==> src/rtl/irq_claim_sel.sv <==
module irq_claim_sel #(
  parameter int NSRC = 40,
  parameter int NCTX = 2,
  parameter int PW   = 3,
  localparam int IDW = (NSRC > 1) ? $clog2(NSRC) : 1,
  localparam int CW  = (NCTX > 1) ? $clog2(NCTX) : 1
) (
  input  logic                 clk,
  input  logic                 rst_n,
  input  logic [NSRC-1:0]      src_level,
  input  logic [NSRC*PW-1:0]   src_prio,
  input  logic [NCTX*NSRC-1:0] ctx_en,
  input  logic [NCTX*PW-1:0]   ctx_thr,
  input  logic                 claim_req,
  input  logic [CW-1:0]        claim_ctx,
  input  logic                 cmpl_req,
  input  logic [IDW-1:0]       cmpl_id,
  output logic [NCTX-1:0]      ctx_irq,
  output logic                 claim_vld,
  output logic [IDW-1:0]       claim_id
);

  localparam logic [NSRC-1:0] LIVE = ~(NSRC'(1));

  logic [NSRC-1:0] pend_q, clm_q, lvl_q;
  logic [NSRC-1:0] pend_d, clm_d, clm_eff, cand, done_mask;
  logic [NCTX-1:0][NSRC-1:0] above;
  logic [NCTX-1:0] any_elig;
  logic [IDW-1:0] win;
  logic hit, claim_ok;

  for (genvar c = 0; c < NCTX; c++) begin : g_ctx
    for (genvar n = 0; n < NSRC; n++) begin : g_src
      assign above[c][n] = src_prio[n*PW +: PW] > ctx_thr[c*PW +: PW];
    end
    assign any_elig[c] = |(pend_q & ~clm_q & ctx_en[c*NSRC +: NSRC] & above[c] & LIVE);
  end

  assign claim_ok = claim_req && (32'(claim_ctx) < NCTX);

  always_comb begin
    done_mask = '0;
    for (int n = 0; n < NSRC; n++)
      if (cmpl_req && 32'(cmpl_id) == n) done_mask[n] = 1'b1;
    clm_eff = clm_q & ~done_mask;

    cand = '0;
    for (int c = 0; c < NCTX; c++)
      if (claim_ok && 32'(claim_ctx) == c)
        cand = pend_q & ~clm_eff & ctx_en[c*NSRC +: NSRC] & above[c] & LIVE;

    win = '0;
    for (int n = NSRC - 1; n >= 1; n--)
      if (cand[n]) win = IDW'(n);
    hit = |cand;

    pend_d = pend_q;
    clm_d  = clm_eff;
    for (int n = 1; n < NSRC; n++) begin
      if (hit && 32'(win) == n) begin
        pend_d[n] = 1'b0;
        clm_d[n]  = 1'b1;
      end
      if (src_level[n] != lvl_q[n]) pend_d[n] = src_level[n];
    end
    pend_d[0] = 1'b0;
    clm_d[0]  = 1'b0;
  end

  always_ff @(posedge clk or negedge rst_n) begin
    if (!rst_n) begin
      pend_q    <= '0;
      clm_q     <= '0;
      lvl_q     <= '0;
      ctx_irq   <= '0;
      claim_vld <= 1'b0;
      claim_id  <= '0;
    end else begin
      pend_q    <= pend_d;
      clm_q     <= clm_d;
      lvl_q     <= src_level;
      ctx_irq   <= any_elig;
      claim_vld <= claim_req;
      if (claim_req) claim_id <= win;
    end
  end

  // the winner is in service and no longer pending after the edge
  a_r4_claim_marks: assert property (@(posedge clk) disable iff (!rst_n)
    (hit && src_level[win] == lvl_q[win]) |=> (clm_q[$past(win)] && !pend_q[$past(win)]));

  // an empty claim leaves in-service state alone
  a_r5_empty_claim: assert property (@(posedge clk) disable iff (!rst_n)
    (claim_req && !hit && !cmpl_req) |=> $stable(clm_q));

  // a valid completion releases its source unless it is reclaimed at once
  a_r6_cmpl_clears: assert property (@(posedge clk) disable iff (!rst_n)
    (cmpl_req && 32'(cmpl_id) < NSRC && !(hit && win == cmpl_id)) |=> !clm_q[$past(cmpl_id)]);

  // an out-of-range completion does nothing
  a_r8_bad_cmpl: assert property (@(posedge clk) disable iff (!rst_n)
    (cmpl_req && 32'(cmpl_id) >= NSRC && !claim_req) |=> $stable(clm_q));

  // source 0 stays inert
  a_r11_src0_inert: assert property (@(posedge clk) disable iff (!rst_n)
    (!pend_q[0] && !clm_q[0]));

  // answers always name a real source or 0
  a_r3_id_range: assert property (@(posedge clk) disable iff (!rst_n)
    claim_vld |-> (32'(claim_id) < NSRC));

endmodule

==> config.mk <==
export PLATFORM = sky130hd
export DESIGN_NAME = irq_claim_sel
export DESIGN_NICKNAME = d
export VERILOG_FILES = /design/src/rtl/irq_claim_sel.sv
export SDC_FILE = /design/constraint.sdc
export NUM_CORES = 1
export LEC_CHECK = 0
export ABC_AREA = 1
export CORE_MARGIN = 2
export CORE_UTILIZATION = 35
export DETAILED_ROUTE_END_ITERATION = 10
export PLACE_DENSITY = 0.63
export SLEW_MARGIN = 10
export SYNTH_ARGS = -nofsm -noshare
export SYNTH_HDL_FRONTEND = slang
export SYNTH_SLANG_ARGS = --single-unit
==> constraint.sdc <==
create_clock -name clk -period 2.9 [get_ports clk]
set_input_delay 0.29 -clock clk [delete_from_list [all_inputs] [get_ports clk]]
set_output_delay 0.29 -clock clk [all_outputs]
set_load 0.02 [all_outputs]
==> results_dict.tcl, run 1 <==
set metrics [dict create \
    outcome "finished, violations left" \
    violations "negative setup slack" \
    synth-edff-count 0 \
    seq_power_share_pct 25.4 \
    finalMaxSlewViolations 0 \
    synthCells 1647 \
    ctsRootBufferMaster "clkbuf_16" \
    overflow 0 \
    cts.sinks 126 \
    slowest_stage "ha_4" \
    grt_max_degree 54 \
    cap_violations 0 \
    drc 0 \
    cts_tree "done" \
    syn-num-nets 2177 \
    hp-class "input port to register" \
    finalSetupViolCount 78 \
    syn_to_final_growth_pct 59.41 \
    slowest_delay_ns 0.31 \
    p_leak_nw 9.895 \
    die_w_um 193.2 \
    p_clk_share_pct 26.6 \
    coreArea_mm2 0.03540 \
    rr_endpoint "pend_q[34]" \
    wl_met2_um 23470 \
    first_global_vias 14133 \
    port_buffers 259 \
    synthFlopType "dfrtp_1" \
    die_area_mm2 0.03734 \
    finalClockSkew_ns 0.01246 \
    cts_buffer_depth 2 \
    first_iter_violations 879 \
    cts_made_buffers 17 \
    ant_nets 0 \
    clk_latency_ns 0.43 \
    dp_cells 2603 \
    yosys.area.top_type "ha_1" \
    worstPathMaxFanout 6 \
    grt_use_total_pct 25.59 \
    synthTopCellsByArea "ha_1 27%, dfrtp_1 25%, nand2_1 12%" \
    period_minus_slack_ns 3.887 \
    path_class "input port to register" \
    clock.fmax_mhz 257.2 \
    fin_crit_sh_pct 134.0 \
    finalSetupTns_ns -66.04 \
    rows 69 \
    r2r_start "clm_q[38]" \
    placed_area_mm2 0.01770 \
    antenna_found_initial 5 \
    hpwl_um 38600 \
    gp_congestion 0.9101 \
    ys_seq_elements 126 \
    vias 13967 \
    setup_ws_ns -0.9874 \
    fin_util_pct 56.44 \
    wl_met3_um 2876 \
    peakVddDrop_mv 0.4319 \
    endpoint_kind "register" \
    drive_gt1_share_pct 24.13 \
    critPathLaunchType "input port" \
    clk_pin_slew_ns 0.06 \
    ys.warnings.count 0 \
    p_sw_mw 3.280 \
    synth.avg_cell_area_um2 7.609 \
    syn-cell-area_mm2 0.01253 \
    slew_headroom_pct 54.42 \
    synthArstFlopShare_pct 100.0 \
    worstPathRequired_ns 3.20 \
    htreeDepth 4 \
    wl_met1_um 21730 \
    rr_worst_depth 46 \
    fin_nets 2735 \
    top_layer "met5" \
    stdcell_area_mm2 0.01998 \
    max_slew.worst_pin.slew_ns 0.6838 \
    cp.arrival_ns 4.19 \
    first_pass_iters 5 \
    ys_seq_area_share_pct 25.16 \
    grt_pass1_wl_um 75090 \
    internal_power_mw 5.792 \
    synth.distinct_cells 50 \
    fp.dieH_um 193.2 \
    yosysTopAreaCellShare_pct 27.26 \
    wirelength_um 49420 \
    post_drt_via_cell_ratio 5.208 \
    timing.final.hold_violations 0 \
    path_common_cell "nand2_1" \
    nFillCells 3212 \
    initial_core_util_pct 35.40 \
    p_sw_share_pct 36.16 \
    rrSetupSlack_ns -0.69 \
    rsz0062_at_grt "true" \
    final_cells 2682 \
    combPwrFrac_pct 48.0 \
    p_per_area_mw_per_mm2 454.1 \
    crit_start "ctx_thr[5]" \
    wl_per_cell_um 18.42 \
    endpoint "pend_q[34]" \
    io_pins 266 \
]
## worst min path at each step
| stage | start | endpoint | slack (ns) | cells after the start |
|---|---|---|---|---|
| 2_1_floorplan | rst_n | claim_id[0] | -0.006 | 0 |
| 3_3_place_gp | rst_n | claim_vld | 0.33 | 1 |
| 3_5_place_dp | rst_n | claim_vld | 0.34 | 1 |
| 4_1_cts | src_level[9] | lvl_q[9] | 0.34 | 1 |
| 5_1_grt | claim_req | claim_vld | 0.07 | 1 |
| 6_report | claim_req | claim_vld | 0.05 | 1 |
## kinds of logic (layout without fill, tap and decap cells)
logic type | after synthesis | count (layout) | synth area share, %
AO/OA/AOI/OAI | 264 | 264 | 13.14
adder cells (fa/ha/maj) | 273 | 273 | 27.26
buffers and inverters | 218 | 787 | 6.769
flip-flops | 126 | 126 | 25.16
other | 0 | 4 | 0
AND/OR/NAND/NOR | 766 | 767 | 27.68
## registers in the layout, summed over array words and instances (netlist names)
| register | cells |
|---|---|
| claim_id | 6 |
| claim_vld | 1 |
| clm_q | 39 |
| ctx_irq | 2 |
| lvl_q | 39 |
| pend_q | 39 |
## Yosys cell counts (13+ instances only)
cell type and n:
inv_1 199, a31oi_1 43, o22ai_1 14, dfrtp_1 126, o21ai_0 57, nand3b_1 13
a21oi_1 62, a211oi_1 39, nor2_1 108, nand4_1 39, ha_1 273, nand2_1 397
nand3_1 151
## critical path: cells and delay by family
| family | cells | cell delay, ns |
|---|---|---|
| AND/OR/NAND/NOR | 43 | 2.72 |
| buffers and inverters | 5 | 0.62 |
| AO/OA/AOI/OAI | 2 | 0.21 |
| adder cells (fa/ha/maj) | 1 | 0.31 |
## what timing repair did
action,in CTS,in global routing
endpoints found under the hold margin,42,0
pin swaps,34,87
hold buffers,1,0
gates resized for setup,113,164
gates cloned,4,1
endpoints found under the setup margin,83,83
buffers inserted,23,20
## routing by layer
layer | global-route usage (%) | up-vias
met5 | 0 | -
li1 | - | 6900
met3 | 4.881 | 65
met2 | 43.11 | 433
met1 | 32.77 | 6565
met4 | 8.764 | 4
## cell type report
type,count,area [um2],share of cell area [%]
tap,461,576.8,2.887
antenna,4,10.01,0.05011
clock inverter,10,185.2,0.9270
clock buffer,21,470.5,2.355
sequential,126,3153,15.78
inverter,201,772.0,3.864
multi-input combinational,1304,9632,48.21
timing repair buffer,555,5177,25.92
## cell usage in the layout (no fill, tap or decap), types with 7 or more instances in the layout
cell / instances
a211oi_1: 28
a211oi_2: 11
a21oi_1: 53
a21oi_2: 11
a31oi_1: 42
buf_12: 17
buf_4: 254
buf_6: 21
clkbuf_16: 18
clkdlybuf4s50_1: 227
clkinvlp_4: 8
dfrtp_1: 126
dlygate4sd2_1: 15
dlymetal6s2s_1: 10
ha_1: 232
ha_4: 41
inv_1: 185
inv_2: 10
nand2_1: 361
nand2_2: 35
nand3_1: 132
nand3_2: 26
nand3b_1: 13
nand4_1: 39
nand4_4: 7
nor2_1: 89
nor2_2: 18
nor2_4: 9
nor3_1: 11
nor4_1: 8
o21ai_0: 41
o21ai_1: 9
o21ai_2: 8
o21bai_1: 11
o22ai_1: 11
## power by group through the flow
stage               combinational (mW)  sequential [mW]  clock [mW]
finish                            4.35             2.30        2.42
global route                      4.76             2.35        2.53
CTS                               4.04             2.29        2.44
global placement                  3.68             2.31           0
floorplan                         1.73             2.33           0
detailed placement                3.78             2.32           0
## per-stage QoR
| stage | worst slack [ns] | hold WS (ns) | power [mW] |
|---|---|---|---|
| after global routing | -1.320 | 0.06643 | 9.628 |
| after CTS | -0.9212 | 0.3371 | 8.776 |
| after detailed placement | -1.796 | 0.3374 | 6.094 |
| after global placement | -1.746 | 0.3346 | 5.992 |
| after floorplan | -1.118 | -0.005591 | 4.055 |
| final | -0.9874 | 0.05105 | 9.072 |
Power figures use the tool's default switching activity.
==> inputs of run 2 (changes only) <==
CORE_MARGIN = 4   (was 2)
CTS_CLUSTER_DIAMETER = 30   (was default)
==> results_dict.tcl, run 2 (synthesized netlist as in run 1, its figures left out) <==
set metrics [dict create \
    coreArea_mm2 0.03548 \
    io_pins 266 \
    stdcell_area_mm2 0.01964 \
    cp.arrival_ns 4.21 \
    fin_total_pwr_mw 8.974 \
    drive_gt1_share_pct 22.38 \
    clock.fmax_mhz 256.0 \
    final_common_cell "nand2_1" \
    grt_use_total_pct 23.91 \
    largestRegisters "clm_q x39, lvl_q x39, pend_q x39" \
    internal_power_mw 5.682 \
    wl_per_cell_um 18.37 \
    slew_headroom_pct 49.17 \
    die_area_mm2 0.03890 \
    hpwl_um 39600 \
    p_leak_nw 9.805 \
    finalSetupViolCount 79 \
    fin_util_pct 55.35 \
    initial_core_util_pct 35.32 \
    vias 13904 \
    violations "negative setup slack" \
    hold-worst-slack_ns 0.1142 \
    endpoint_kind "register" \
    path_common_cell "nand2_1" \
    clk_latency_ns 0.43 \
    first_pass_iters 5 \
    met2_usage_pct 40.01 \
    final_cell_mix "363 x nand2_1, 242 x buf_4, 241 x ha_1, 231 x clkdlybuf4s50_1, 187 x inv_1" \
    grtUsageMet1_pct 31.66 \
    grt_max_degree 56 \
    rows 69 \
    path_class "input port to register" \
    overflow 0 \
    final_cells 2668 \
    cts_tree "done" \
    p_sw_mw 3.292 \
    syn_to_final_growth_pct 56.71 \
    grt_pass1_wl_um 73750 \
    critPathLaunchType "input port" \
    ant_nets 0 \
    die_w_um 197.2 \
    drc 0 \
    first_iter_violations 753 \
    finalClockSkew_ns 0.008033 \
    slowest_stage "ha_4" \
    post_drt_via_cell_ratio 5.211 \
    max_slew.worst_pin.slew_ns 0.7625 \
    period_minus_slack_ns 3.906 \
    dp_slack_ns -1.970 \
    p_per_area_mw_per_mm2 457.0 \
    worstPathRequired_ns 3.21 \
    grt_util_met3_pct 3.804 \
    fp.dieH_um 197.2 \
    clk_pin_slew_ns 0.06 \
    seq_power_share_pct 25.6 \
    hp-class "input port to register" \
    first_global_vias 14206 \
    ctsRootBufferMaster "clkbuf_16" \
    worstPathMaxFanout 7 \
    antenna_found_initial 5 \
    combPwrFrac_pct 48.0 \
    dp_cells 2598 \
    port_buffers 259 \
    grt_busiest_layer "met2" \
    rsz0062_at_grt "true" \
    cts_made_buffers 17 \
    gp_congestion 0.9200 \
    slowest_delay_ns 0.26 \
    wirelength_um 49020 \
    setup_ws_ns -1.006 \
    fin_nets 2720 \
    placed_area_mm2 0.01765 \
    timing.final.hold_violations 0 \
    cts_buffer_depth 2 \
    cts.sinks 126 \
    fin_crit_sh_pct 134.7 \
    p_sw_share_pct 36.68 \
    cap_violations 0 \
    htreeDepth 4 \
    outcome "finished, violations left" \
    finalSetupTns_ns -69.54 \
    finalMaxSlewViolations 0 \
    p_clk_share_pct 26.4 \
    peakVddDrop_mv 0.5466 \
]
[run 2: layout make-up]
type | count | area [um2]
flip-flops and latches | 126 | 3153
repair buffers | 540 | 5030
fillers | 3216 | 15840
clock buffers | 18 | 439.2
inverters | 201 | 780.7
diodes | 4 | 10.01
clock inverters | 14 | 207.7
multi-input cells | 1304 | 9442
well taps | 461 | 576.8
[run 2: critical path, delay by kind of cell]
kind,cells,cell delay (ns)
fa+ha+maj,1,0.26
buf+inv,5,0.62
simple gates,47,3.05
[run 2: metal layers]
metal / routed length (um) / part of all wire [%]
met5: 0 / 0
met1: 21790 / 44
met4: 1209 / 2.5
met3: 2634 / 5.4
met2: 23390 / 48
[run 2: path summary, 6_finish.rpt]
check	cells after the start	endpoint	from	slack, ns
hold / removal	1	claim_vld	claim_req	0.11
max in group asynchronous	3	clm_q[37]	rst_n	1.70
hold reg to reg	2	claim_id[3]	claim_id[3]	0.49
setup / recovery	53	pend_q[39]	ctx_thr[4]	-1.01
min in group asynchronous	2	lvl_q[11]	rst_n	0.50
setup reg to reg	46	pend_q[39]	clm_q[38]	-0.73
[run 2: power groups by stage]
stage	logic (mW)	registers [mW]	clock network, mW
floorplan	1.73	2.33	0
global placement	3.69	2.31	0
detailed placement	3.78	2.31	0
CTS	4.01	2.29	2.38
global route	4.72	2.34	2.47
finish	4.31	2.30	2.37
[run 2: timing repair]
item,in CTS,in global routing
resized for setup,82,155
setup endpoints to repair,84,83
hold endpoints to repair,53,0
pin swaps,36,89
cloned,1,2
hold buffers,1,0
buffers inserted,14,19
